**src/rtl/pirq_pkg.sv**
```systemverilog
package pirq_pkg;

   typedef enum logic [1:0] {
      SNS_LOW  = 2'b00,
      SNS_ALT  = 2'b01,
      SNS_FALL = 2'b10,
      SNS_RISE = 2'b11
   } sense_e;

   localparam int unsigned ADR_W = 2;

   localparam logic [ADR_W-1:0] ADR_SNS_LO = 2'd0;
   localparam logic [ADR_W-1:0] ADR_SNS_HI = 2'd1;
   localparam logic [ADR_W-1:0] ADR_MASK   = 2'd2;
   localparam logic [ADR_W-1:0] ADR_FLAG   = 2'd3;

endpackage

```
**src/rtl/pirq_sync.sv**
```systemverilog
module pirq_sync #(
   parameter int unsigned W       = 8,
   parameter int unsigned STAGES  = 2,
   parameter logic        RST_VAL = 1'b1
) (
   input  logic         clk_i,
   input  logic         rst_ni,
   input  logic [W-1:0] d_i,
   output logic [W-1:0] q_o
);

   logic [W-1:0] stage_q [STAGES];

   initial begin
      assert (STAGES >= 2) else $fatal(1, "pirq_sync: STAGES must be at least 2");
   end

   always_ff @(posedge clk_i or negedge rst_ni) begin
      if (!rst_ni) begin
         for (int s = 0; s < STAGES; s++) stage_q[s] <= {W{RST_VAL}};
      end else begin
         stage_q[0] <= d_i;
         for (int s = 1; s < STAGES; s++) stage_q[s] <= stage_q[s-1];
      end
   end

   assign q_o = stage_q[STAGES-1];

endmodule

```
**src/rtl/pirq_line.sv**
```systemverilog
module pirq_line
   import pirq_pkg::*;
#(
   parameter bit HAS_ANY = 1'b0
) (
   input  logic   clk_i,
   input  logic   rst_ni,
   input  logic   smp_i,
   input  sense_e sense_i,
   input  logic   clr_i,
   output logic   flag_o,
   output logic   low_o
);

   logic prev_q;
   logic flag_q;
   logic evt;

   always_ff @(posedge clk_i or negedge rst_ni) begin
      if (!rst_ni) prev_q <= 1'b1;
      else         prev_q <= smp_i;
   end

   if (HAS_ANY) begin : g_any
      always_comb begin
         unique case (sense_i)
            SNS_ALT:  evt = prev_q ^ smp_i;
            SNS_FALL: evt = prev_q & ~smp_i;
            SNS_RISE: evt = ~prev_q & smp_i;
            default:  evt = 1'b0;
         endcase
      end

      // either edge under code 01 sets the flag on the upper half
      a_r6_any_change: assert property (@(posedge clk_i) disable iff (!rst_ni)
         (sense_i == SNS_ALT && prev_q != smp_i) |=> flag_q);
   end else begin : g_plain
      always_comb begin
         unique case (sense_i)
            SNS_FALL: evt = prev_q & ~smp_i;
            SNS_RISE: evt = ~prev_q & smp_i;
            default:  evt = 1'b0;
         endcase
      end

      // reserved code never raises a flag on the lower half
      a_r7_reserved_quiet: assert property (@(posedge clk_i) disable iff (!rst_ni)
         (sense_i == SNS_ALT && !flag_q) |=> !flag_q);
   end

   always_ff @(posedge clk_i or negedge rst_ni) begin
      if (!rst_ni)                 flag_q <= 1'b0;
      else if (sense_i == SNS_LOW) flag_q <= 1'b0;
      else if (evt)                flag_q <= 1'b1;
      else if (clr_i)              flag_q <= 1'b0;
   end

   assign flag_o = flag_q;
   assign low_o  = (sense_i == SNS_LOW) & ~smp_i;

   a_r3_level_no_flag: assert property (@(posedge clk_i) disable iff (!rst_ni)
      (sense_i == SNS_LOW) |=> !flag_q);

   a_r4_fall_sets: assert property (@(posedge clk_i) disable iff (!rst_ni)
      (sense_i == SNS_FALL && prev_q && !smp_i) |=> flag_q);

   a_r10_set_wins: assert property (@(posedge clk_i) disable iff (!rst_ni)
      (sense_i != SNS_LOW && evt && clr_i) |=> flag_q);

   a_r9_clear_drops: assert property (@(posedge clk_i) disable iff (!rst_ni)
      (clr_i && !evt) |=> !flag_q);

endmodule

```
**src/rtl/pirq_regs.sv**
```systemverilog
module pirq_regs
   import pirq_pkg::*;
#(
   parameter int unsigned DW = 8
) (
   input  logic             clk_i,
   input  logic             rst_ni,
   input  logic [ADR_W-1:0] addr_i,
   input  logic [DW-1:0]    wdata_i,
   input  logic             we_i,
   input  logic [DW-1:0]    flags_i,
   output logic [DW-1:0]    sns_lo_o,
   output logic [DW-1:0]    sns_hi_o,
   output logic [DW-1:0]    mask_o,
   output logic [DW-1:0]    flag_wclr_o,
   output logic [DW-1:0]    rdata_o
);

   logic [DW-1:0] sns_lo_q, sns_hi_q, mask_q;

   always_ff @(posedge clk_i or negedge rst_ni) begin
      if (!rst_ni) begin
         sns_lo_q <= '0;
         sns_hi_q <= '0;
         mask_q   <= '0;
      end else if (we_i) begin
         if (addr_i == ADR_SNS_LO) sns_lo_q <= wdata_i;
         if (addr_i == ADR_SNS_HI) sns_hi_q <= wdata_i;
         if (addr_i == ADR_MASK)   mask_q   <= wdata_i;
      end
   end

   assign flag_wclr_o = (we_i && addr_i == ADR_FLAG) ? wdata_i : '0;

   always_comb begin
      unique case (addr_i)
         ADR_SNS_LO: rdata_o = sns_lo_q;
         ADR_SNS_HI: rdata_o = sns_hi_q;
         ADR_MASK:   rdata_o = mask_q;
         default:    rdata_o = flags_i;
      endcase
   end

   assign sns_lo_o = sns_lo_q;
   assign sns_hi_o = sns_hi_q;
   assign mask_o   = mask_q;

   a_r2_mask_write: assert property (@(posedge clk_i) disable iff (!rst_ni)
      (we_i && addr_i == ADR_MASK) |=> (mask_o == $past(wdata_i)));

   a_r2_sense_hold: assert property (@(posedge clk_i) disable iff (!rst_ni)
      (!we_i) |=> ($stable(sns_lo_o) && $stable(sns_hi_o)));

endmodule

```
**src/rtl/pirq_ctrl.sv**
```systemverilog
module pirq_ctrl
   import pirq_pkg::*;
#(
   parameter int unsigned DW          = 8,
   parameter int unsigned SYNC_STAGES = 2
) (
   input  logic             clk_i,
   input  logic             rst_ni,
   input  logic [DW-1:0]    pin_i,
   input  logic             gie_i,
   input  logic [ADR_W-1:0] addr_i,
   input  logic [DW-1:0]    wdata_i,
   input  logic             we_i,
   output logic [DW-1:0]    rdata_o,
   input  logic [DW-1:0]    ack_i,
   output logic [DW-1:0]    irq_o
);

   localparam int unsigned HALF = DW / 2;

   initial begin
      assert (DW >= 2 && (DW % 2) == 0) else $fatal(1, "pirq_ctrl: DW must be even and at least 2");
   end

   logic [DW-1:0] smp, flags, low, clr;
   logic [DW-1:0] sns_lo, sns_hi, mask, flag_wclr;

   pirq_sync #(.W(DW), .STAGES(SYNC_STAGES), .RST_VAL(1'b1)) u_sync (
      .clk_i (clk_i),
      .rst_ni(rst_ni),
      .d_i   (pin_i),
      .q_o   (smp)
   );

   pirq_regs #(.DW(DW)) u_regs (
      .clk_i      (clk_i),
      .rst_ni     (rst_ni),
      .addr_i     (addr_i),
      .wdata_i    (wdata_i),
      .we_i       (we_i),
      .flags_i    (flags),
      .sns_lo_o   (sns_lo),
      .sns_hi_o   (sns_hi),
      .mask_o     (mask),
      .flag_wclr_o(flag_wclr),
      .rdata_o    (rdata_o)
   );

   assign clr = flag_wclr | ack_i;

   for (genvar n = 0; n < DW; n++) begin : g_line
      localparam int unsigned FLD = n % HALF;
      localparam bit UPPER = (n >= HALF);
      logic [1:0] sns_bits;

      if (UPPER) begin : g_hi
         assign sns_bits = sns_hi[2*FLD +: 2];
      end else begin : g_lo
         assign sns_bits = sns_lo[2*FLD +: 2];
      end

      pirq_line #(.HAS_ANY(UPPER)) u_line (
         .clk_i  (clk_i),
         .rst_ni (rst_ni),
         .smp_i  (smp[n]),
         .sense_i(sense_e'(sns_bits)),
         .clr_i  (clr[n]),
         .flag_o (flags[n]),
         .low_o  (low[n])
      );

      // a low synchronized pin in level mode raises the enabled request
      a_r3_level_req: assert property (@(posedge clk_i) disable iff (!rst_ni)
         (sns_bits == 2'b00 && !smp[n] && mask[n] && gie_i) |-> irq_o[n]);
   end

   assign irq_o = mask & {DW{gie_i}} & (flags | low);

   a_r8_gie_gate: assert property (@(posedge clk_i) disable iff (!rst_ni)
      (!gie_i) |-> (irq_o == '0));

   a_r8_mask_gate: assert property (@(posedge clk_i) disable iff (!rst_ni)
      ((irq_o & ~mask) == '0));

endmodule

```
**config.mk**
```make
export PLATFORM = sky130hd
export DESIGN_NAME = pirq_ctrl
export DESIGN_NICKNAME = d
export VERILOG_FILES = /design/src/rtl/pirq_pkg.sv /design/src/rtl/pirq_sync.sv /design/src/rtl/pirq_line.sv /design/src/rtl/pirq_regs.sv /design/src/rtl/pirq_ctrl.sv
export SDC_FILE = /design/constraint.sdc
export NUM_CORES = 1
export LEC_CHECK = 0
export ABC_AREA = 0
export BUFFER_PORTS_ARGS = -buffer_cell sky130_fd_sc_hd__buf_2
export CORE_MARGIN = 8
export CORE_UTILIZATION = 60
export DETAILED_ROUTE_END_ITERATION = 10
export HOLD_SLACK_MARGIN = 0.02
export PLACE_DENSITY = 0.84
export RECOVER_POWER = 100
export SYNTH_ARGS = -nofsm -noshare
export SYNTH_HDL_FRONTEND = slang
export SYNTH_HIERARCHICAL = 1
export SYNTH_SLANG_ARGS = --single-unit
```
**constraint.sdc**
```tcl
create_clock -name clk_i -period 3.79 [get_ports clk_i]
set_input_delay 0.758 -clock clk_i [delete_from_list [all_inputs] [get_ports clk_i]]
set_output_delay 0.758 -clock clk_i [all_outputs]
set_load 0.05 [all_outputs]
```
==> results of run 1 <==
[power breakdown]
group	internal [uW]	total [uW]	leakage, uW	switching [uW]
Clock	133	327	0.0000485	194
Sequential	690	780	0.000634	90.0
Combinational	139	342	0.000674	203
Total	961	1450	0.00136	487
[registers in the layout (all words and copies together) (netlist names)]
name / cells
g_line.u_line/flag_o: 8
g_line.u_line/prev_q: 8
u_regs/mask_o: 8
u_regs/sns_hi_o: 8
u_regs/sns_lo_o: 8
u_sync/q_o: 8
u_sync/stage_q: 8
[worst register-to-register path, delay by kind of cell, from the launching register on]
family,cells,cell delay [ns]
adder cells (fa/ha/maj),1,0.27
buffers and inverters,1,0.07
flip-flops,1,0.61
AO/OA/AOI/OAI,2,0.35
[cells in the final DEF, fill, tap and decap left out, drive strengths merged]
cell and instances:
nand4 4, dfstp 24, or2 8, dfrtp 32, nand2b 4, o211a 8, and2 8, buf 27
inv 9, nand4bb 4, and3 1, nand3b 14, clkinv 2, clkbuf 25, mux2 24, nor3 8
o21ai 4, mux4 8, nor3b 1, nand4b 4, a21boi 4, o2bb2a 4, ha 8
[worst paths after layout]
kind                                         start                      end  slack (ns)  depth (start not counted)
max in group asynchronous                   rst_ni  g_line[1].u_line/flag_o        1.13                          1
worst min register to register  u_sync/stage_q[13]            u_sync/q_o[5]        0.37                          0
worst min-delay path            u_sync/stage_q[13]            u_sync/q_o[5]        0.37                          0
worst max register to register       u_sync/q_o[5]  g_line[5].u_line/flag_o        2.39                          4
worst max-delay path                     addr_i[0]               rdata_o[4]        0.75                          3
min in group asynchronous                   rst_ni         u_regs/mask_o[6]        1.24                          1
[metrics by stage]
step	power, uW	setup WS, ns	std cells	cell area (um2)	hold slack (ns)
4_1_cts	1470	1.12	287	3010	0.362
3_3_place_gp	1140	1.12	279	2920	0.346
5_1_grt	1520	0.575	287	2960	0.370
3_5_place_dp	1150	1.13	279	2920	0.347
6_report	1450	0.753	287	2960	0.367
2_1_floorplan	1040	1.35	191	2700	0.345
[metal layers]
layer / vias up / global-route usage (%)
met2: 39 / 25.4
met5: - / 0
met3: 7 / 4.79
met1: 853 / 18.8
met4: 0 / 4.79
li1: 786 / -
[final cells by class]
type	instances	area [um2]
multi-input cells	116	1130
fillers	323	1390
inverters	8	30.0
clock inverters	3	22.5
well taps	52	65.1
repair buffers	47	210
clock buffers	5	68.8
flip-flops and latches	56	1430
[kinds of logic after synthesis]
family / after synthesis
flops: 56
buf+inv: 19
simple gates: 56
compound gates: 20
fa+ha+maj: 8
mux: 32
==> flow_metrics.tcl, run 1 <==
set metrics [dict create \
    max_freq_mhz 329 \
    crit_buf_inv 2 \
    placementRows 24 \
    setup_viol 0 \
    avgViaCountPerCell 5.87 \
    ys_warn_count 6 \
    ys.flop_type "dfrtp_1" \
    routed_wl_um 5170 \
    hp-class "reg2reg" \
    grt_pass1_wl_um 8750 \
    synth_cells 191 \
    synth_common_cells "dfrtp_1 (32), dfstp_2 (24), mux2_2 (24), nand3b_1 (12), buf_4 (9)" \
    ys_async_sr_fraction_pct 100 \
    max_stage_delay_ns 0.65 \
    slew_viol_final 51 \
    synth_fp_nets 229 \
    ant_nets 0 \
    numCtsBuffers 5 \
    vias 1685 \
    cts_tree "yes" \
    synth_top_area_share_pct 29.6 \
    portBuffers 45 \
    synth_compound_area_share_pct 6.30 \
    crit_path_cell_trace "clkbuf_1, mux4_1, clkbuf_1" \
    ys_ff_latch 56 \
    period_share_pct 80.1 \
    worst-setup-path-type "in2out" \
    grt_max_degree 51 \
    ios 46 \
    ir_drop_mv 0.300 \
    cts-root-buf "clkbuf_8" \
    cts_sinks 56 \
    avgSynthCellArea_um2 14.1 \
    htreeDepth 2 \
    drt_iter0_drc 32 \
    drc 0 \
    post_cts_resized 0 \
    worstMarginPinSlew_ns 2.54 \
    yosysSeqAreaShare_pct 53.0 \
    rsz0062_at_grt "false" \
    cp.required_ns 3.03 \
    final_core_util_pct 68.0 \
    crit_family "buffers and inverters" \
    cts_setup_buffers 0 \
    start_util_pct 62.1 \
    gp_congestion 0.780 \
    critPathMaxFanout 12 \
    met2_length_um 2490 \
    fin_setup_tns_ns 0 \
    first_global_vias 1795 \
    clk_latency_ns 0.31 \
    firstDrtPassIters 4 \
    synthAdderAreaFrac_pct 3.70 \
    critPathLaunchType "primary input" \
    critPathSlowestCell "mux4_1" \
    antenna_found_initial 0 \
    die_h_um 83.1 \
    crit_top_cell "clkbuf_1" \
    max_cap_viol_count 1 \
    cp.arrival_ns 2.28 \
    cellLeakagePower_uw 0.00136 \
    synthSimpleGateAreaFrac_pct 15.1 \
    endpoint_kind "output port" \
    place_hpwl_um 3730 \
    area_growth_pct 9.54 \
    skew_ns 0.00519 \
    min_period_ns 3.04 \
    die_x_um 83.1 \
    muxShareOfSynthArea_pct 17.5 \
    violations "capacitance limit, slew limit" \
    maxSlewHeadroom_pct -69.6 \
    synth_edf_count 0 \
    synth_top_family_by_area "multiplexers" \
    drive_above_1_share_pct 34.5 \
    hold_viol 0 \
    yosysUniqueCellTypes 25 \
    wl_met3_um 239 \
    cts_hold_buffers 0 \
    die-area_mm2 0.00691 \
    core_area_mm2 0.00435 \
    max-clock-path-buffers 2 \
    gr-usage-all-layers_pct 15.4 \
    met1_length_um 2390 \
    yosysTopAreaCell "dfrtp_1" \
    top_layer "met4" \
    antenna_cells 0 \
    syn_area_mm2 0.00270 \
    powerDensity_mw_per_mm2 489 \
    outcome "finished, violations left" \
    overflow 0 \
    synth.most_common_cell "dfrtp_1" \
    wl_per_cell_um 18.0 \
    clkSlewWorstSetupHoldPaths_ns 0.09 \
    yosys-top-cells-area "dfrtp_1 (30%), dfstp_2 (23%), mux2_2 (10%), mux4_1 (5.8%), ha_1 (3.7%)" \
    final_net_count 272 \
    synth_xor_area_share_pct 0 \
]
Note: power is estimated with default switching activity, not from simulation.
==> run 2: changes to the inputs <==
--- a/config.mk
+++ b/config.mk
@@ -8,10 +8,10 @@
 export ABC_AREA = 0
 export BUFFER_PORTS_ARGS = -buffer_cell sky130_fd_sc_hd__buf_2
 export CORE_MARGIN = 8
-export CORE_UTILIZATION = 60
+export CORE_UTILIZATION = 56
 export DETAILED_ROUTE_END_ITERATION = 10
 export HOLD_SLACK_MARGIN = 0.02
-export PLACE_DENSITY = 0.84
+export PLACE_DENSITY = 0.8
 export RECOVER_POWER = 100
 export SYNTH_ARGS = -nofsm -noshare
 export SYNTH_HDL_FRONTEND = slang
==> constraint.sdc (replaced) <==
create_clock -name clk_i -period 2.98 [get_ports clk_i]
set_input_delay 0.596 -clock clk_i [delete_from_list [all_inputs] [get_ports clk_i]]
set_output_delay 0.596 -clock clk_i [all_outputs]
set_load 0.05 [all_outputs]
==> run 2 against run 1 <==
Net effect:
- the run now ends clean
- total power rose by 28%
- register-to-register slack got worse by 0.77 ns
- combinational power rose by 28%
- sequential power rose by 27%
- critical path depth did not move
- routed wire length rose by 0.66%
- clock skew barely moved
- final area barely moved
- clock power rose by 28%
- via count fell by 2.3%
- cell count rose by 0.35%
- critical endpoint is now rdata_o[3]
==> flow_metrics.tcl, run 2 (synthesis results as in run 1) <==
set metrics [dict create \
    outcome "finished clean" \
    numCtsBuffers 5 \
    portBuffers 45 \
    setup_viol 0 \
    placementRows 25 \
    routed_wl_um 5210 \
    place_hpwl_um 3720 \
    grt_max_degree 38 \
    max_stage_delay_ns 0.58 \
    rsz0062_at_grt "false" \
    ios 46 \
    max_freq_mhz 385 \
    gp_congestion 0.742 \
    dp_worst_setup_slack_ns 0.605 \
    final_net_count 271 \
    die_x_um 85.5 \
    crit_top_cell "clkbuf_1" \
    vias 1646 \
    setup_slack_ns 0.380 \
    fin_setup_tns_ns 0 \
    hp-start "u_sync/stage_q[10]" \
    worst-setup-path-type "in2out" \
    firstDrtPassIters 4 \
    cts_tree "yes" \
    r2r-start "u_sync/q_o[7]" \
    max-clock-path-buffers 2 \
    drc 0 \
    maxSlewHeadroom_pct 14.2 \
    antenna_found_initial 0 \
    ant_nets 0 \
    wl_per_cell_um 18.1 \
    final_core_util_pct 63.1 \
    critPathCapture "rdata_o[3]" \
    stdcell_area_mm2 0.00296 \
    worstMarginPinSlew_ns 1.28 \
    avgViaCountPerCell 5.72 \
    htreeDepth 2 \
    start_util_pct 57.6 \
    cellLeakagePower_uw 0.00135 \
    cp.arrival_ns 2.00 \
    period_share_pct 87.3 \
    cts_sinks 56 \
    drt_iter0_drc 62 \
    overflow 0 \
    critPathSlowestCell "mux4_2" \
    first_global_vias 1775 \
    drive_above_1_share_pct 34.2 \
    area_growth_pct 9.49 \
    critPathMaxFanout 12 \
    r2r_end "g_line[7].u_line/flag_o" \
    final_cell_mix "dfrtp_1 (32), buf_2 (27), mux2_2 (24)" \
    core_area_mm2 0.00469 \
    place_area_mm2 0.00291 \
    hp-class "reg2reg" \
    cts_hold_buffers 0 \
    slew_viol_final 0 \
    cp.required_ns 2.38 \
    post_cts_resized 0 \
    endpoint_kind "output port" \
    max_cap_viol_count 0 \
    r2r_slack_ns 1.62 \
    grt_pass1_wl_um 8740 \
    antenna_cells 0 \
    clkSlewWorstSetupHoldPaths_ns 0.09 \
    die-area_mm2 0.00731 \
    crit_path_start "addr_i[1]" \
    min_period_ns 2.60 \
    critPathLaunchType "primary input" \
    cts_setup_buffers 0 \
    ir_drop_mv 0.397 \
    die_h_um 85.5 \
    powerDensity_mw_per_mm2 624 \
    final_common_cell "dfrtp_1" \
    gr-usage-all-layers_pct 15.5 \
    skew_ns 0.00472 \
    worst_r2r_path_depth 4 \
    cts-root-buf "clkbuf_8" \
    clk_latency_ns 0.31 \
    hold_viol 0 \
    crit_path_cell_trace "clkbuf_1, mux4_2, clkbuf_1" \
]
[run 2: metal layers]
layer / share of wire, % / GRT usage (%) / wire length [um] / vias to the layer above
met1: 47 / 20.4 / 2460 / 824
met2: 47 / 23.6 / 2440 / 35
met5: 0 / 0 / 0 / -
met4: 1.3 / 5.25 / 68 / 0
li1: - / - / - / 781
met3: 4.6 / 4.54 / 239 / 6
[run 2: worst min path at each step]
stage | to | depth (start not counted)
after CTS | g_line[0].u_line/flag_o | 1
after floorplan | g_line[0].u_line/flag_o | 0
after global routing | u_sync/stage_q[11] | 1
final | u_sync/q_o[2] | 0
after global placement | u_sync/q_o[7] | 0
after detailed placement | u_sync/q_o[1] | 0
[run 2: critical path, delay by kind of cell]
kind | cells | cell delay (ns)
buffers and inverters | 2 | 0.82
muxes | 1 | 0.58
[run 2: layout make-up]
class	count	area, um2
Clock buffer	8	90.1
Sequential cell	56	1430
Tap cell	54	67.6
Multi-Input combinational cell	116	1130
Timing Repair Buffer	46	208
Inverter	8	30.0
Fill cell	397	1730
[run 2: power breakdown]
part / internal [uW] / total, uW / switching (uW)
registers: 877 / 990 / 113
clock network: 190 / 420 / 230
logic: 177 / 437 / 260
[run 2: per-stage QoR]
stage | total power, uW | hold slack [ns] | instances
2_1_floorplan | 1330 | 0.300 | 191
3_3_place_gp | 1440 | 0.346 | 280
3_5_place_dp | 1460 | 0.347 | 280
4_1_cts | 1880 | 0.218 | 288
5_1_grt | 1940 | 0.354 | 288
6_report | 1850 | 0.359 | 288
==> run 3: changes to the inputs <==
--- a/config.mk
+++ b/config.mk
@@ -7,11 +7,12 @@
 export LEC_CHECK = 0
 export ABC_AREA = 0
 export BUFFER_PORTS_ARGS = -buffer_cell sky130_fd_sc_hd__buf_2
+export CORE_ASPECT_RATIO = 1.2
 export CORE_MARGIN = 8
-export CORE_UTILIZATION = 56
+export CORE_UTILIZATION = 60
 export DETAILED_ROUTE_END_ITERATION = 10
 export HOLD_SLACK_MARGIN = 0.02
-export PLACE_DENSITY = 0.8
+export PLACE_DENSITY = 0.84
 export RECOVER_POWER = 100
 export SYNTH_ARGS = -nofsm -noshare
 export SYNTH_HDL_FRONTEND = slang
==> constraint.sdc (replaced) <==
create_clock -name clk_i -period 3.3 [get_ports clk_i]
set_input_delay 0.165 -clock clk_i [delete_from_list [all_inputs] [get_ports clk_i]]
set_output_delay 0.165 -clock clk_i [all_outputs]
set_load 0.05 [all_outputs]
==> run 3 against run 2 <==
Net effect:
- setup slack improved by 0.82 ns
- sequential share of layout area decreased by 1.7 points
- utilization increased by 8.4 points
- worst hold slack got worse by 0.22 ns
- clock power increased by 3%
- die area decreased by 5.3%
- combinational power decreased by 6.6%
- final area increased by 3.7%
- first-iteration DRC count increased by 31%
==> flow_metrics.tcl, run 3 (synthesis results as in run 1) <==
set metrics [dict create \
    placementRows 26 \
    overflow 0 \
    die_h_um 89.5 \
    htreeDepth 2 \
    fin_setup_tns_ns 0 \
    rsz0062_at_grt "false" \
    hold_slack_ns 0.136 \
    slew_viol_final 0 \
    maxSlewHeadroom_pct 7.63 \
    crit_path_cell_trace "dlygate4sd3_1, clkbuf_1, clkbuf_2" \
    post_cts_resized 0 \
    antenna_cells 0 \
    period_share_pct 63.6 \
    drt_iter0_drc 81 \
    powerDensity_mw_per_mm2 566 \
    hp-start "wdata_i[7]" \
    use_met1_pct 20.3 \
    dp.cells 282 \
    start_util_pct 62.9 \
    routed_wl_um 5510 \
    fillerInstances 315 \
    min_period_ns 2.10 \
    drc 0 \
    cp.required_ns 3.66 \
    cp.arrival_ns 2.46 \
    first_global_vias 1836 \
    setup_viol 0 \
    r2r-start "u_sync/q_o[7]" \
    portBuffers 45 \
    max_freq_mhz 476 \
    wl_per_cell_um 18.4 \
    crit_path_start "rst_ni" \
    cts_sinks 56 \
    firstDrtPassIters 4 \
    critPathMaxFanout 30 \
    core_area_mm2 0.00429 \
    outcome "finished clean" \
    drive_above_1_share_pct 33.3 \
    critPathLaunchType "primary input" \
    antenna_found_initial 0 \
    endpoint_kind "asynchronous set/reset pin" \
    met3_usage_pct 5.33 \
    max_cap_viol_count 0 \
    clk_latency_ns 0.30 \
    grt_pass1_wl_um 9170 \
    grtUsageMet2_pct 28.7 \
    place_hpwl_um 3920 \
    die-area_mm2 0.00692 \
    area_growth_pct 13.6 \
    ant_nets 0 \
    hold_viol 0 \
    vias 1725 \
    instances_no_fill 299 \
    skew_ns 0.00666 \
    cts_tree "yes" \
    worstMarginPinSlew_ns 1.39 \
    cellLeakagePower_uw 0.00140 \
    ios 46 \
    crit_buf_inv 3 \
    numCtsBuffers 5 \
    die_x_um 77.3 \
    power.total_uw 1740 \
    clkSlewWorstSetupHoldPaths_ns 0.09 \
    ir_drop_mv 0.403 \
    gp_congestion 0.761 \
    crit_family "buffers and inverters" \
    cts-root-buf "clkbuf_8" \
    avgViaCountPerCell 5.77 \
    grt_max_degree 31 \
    final_net_count 280 \
    final_cell_mix "dfrtp_1 (32), buf_2 (27), mux2_2 (24)" \
    max-clock-path-buffers 2 \
    worst-setup-path-type "in2async" \
    grt-busiest-layer "met2" \
    final_common_cell "dfrtp_1" \
    critPathSlowestCell "clkbuf_1" \
    gr-usage-all-layers_pct 17.0 \
    max_stage_delay_ns 1.01 \
    hp-class "in2reg" \
]
==> run 3: cell count changes in the layout (fill, tap and decap cells not counted), sizes merged <==
cell / previous run / this run
bufinv: 0 / 1
dlygate4sd3: 0 / 9
clkbuf: 27 / 25
clkinv: 0 / 1
==> run 3: stage by stage <==
step,area [um2],worst slack (ns),util (%)
global route,3070,0.776,71.5
detailed placement,2920,1.60,67.9
finish,3070,1.20,71.5
global placement,2920,1.65,67.9
floorplan,2700,1.91,-
CTS,3110,1.60,72.5
==> run 3: worst paths after layout <==
check                      slack, ns  cells after the start                      end
max                             1.20                      3  g_line[4].u_line/flag_o
min                             0.14                      2         u_regs/mask_o[7]
max reg2reg                     1.90                      4  g_line[7].u_line/flag_o
min reg2reg                     0.37                      0            u_sync/q_o[6]
max in group clk_i              1.39                      3       u_regs/sns_lo_o[3]
min in group asynchronous       0.71                      2       u_regs/sns_hi_o[6]
==> run 3: cell type report <==
class | count | area [um2] | share of cell area, %
flip-flops and latches | 56 | 1430 | 46.6
multi-input cells | 116 | 1130 | 36.9
repair buffers | 55 | 298 | 9.70
clock buffers | 6 | 72.6 | 2.36
well taps | 56 | 70.1 | 2.28
clock inverters | 2 | 35.0 | 1.14
inverters | 8 | 30.0 | 0.978
==> run 3: routing by layer <==
metal | vias to the layer above | wire length [um]
li1 | 805 | -
met3 | 6 | 236
met4 | 0 | 57
met5 | - | 0
met2 | 41 | 2790
met1 | 873 | 2430
==> run 3: report_power, final <==
part,switching [uW],total (uW),internal (uW)
registers,106,898,792
logic,241,408,166
clock network,206,431,225
total,553,1740,1180
==> run 3: timing repair <==
item | CTS | global route
endpoints found under the setup margin | 0 | 0
setup buffers | 0 | 0
endpoints found under the hold margin | 19 | 0
hold buffers | 9 | 0
==> run 3: worst reg2reg max path, cell delays in order, from the launching register on <==
cell and delay (ns):
dfstp_1 0.59, inv_1 0.06, ha_1 0.28, a21boi_0 0.07, o2bb2a_1 0.29
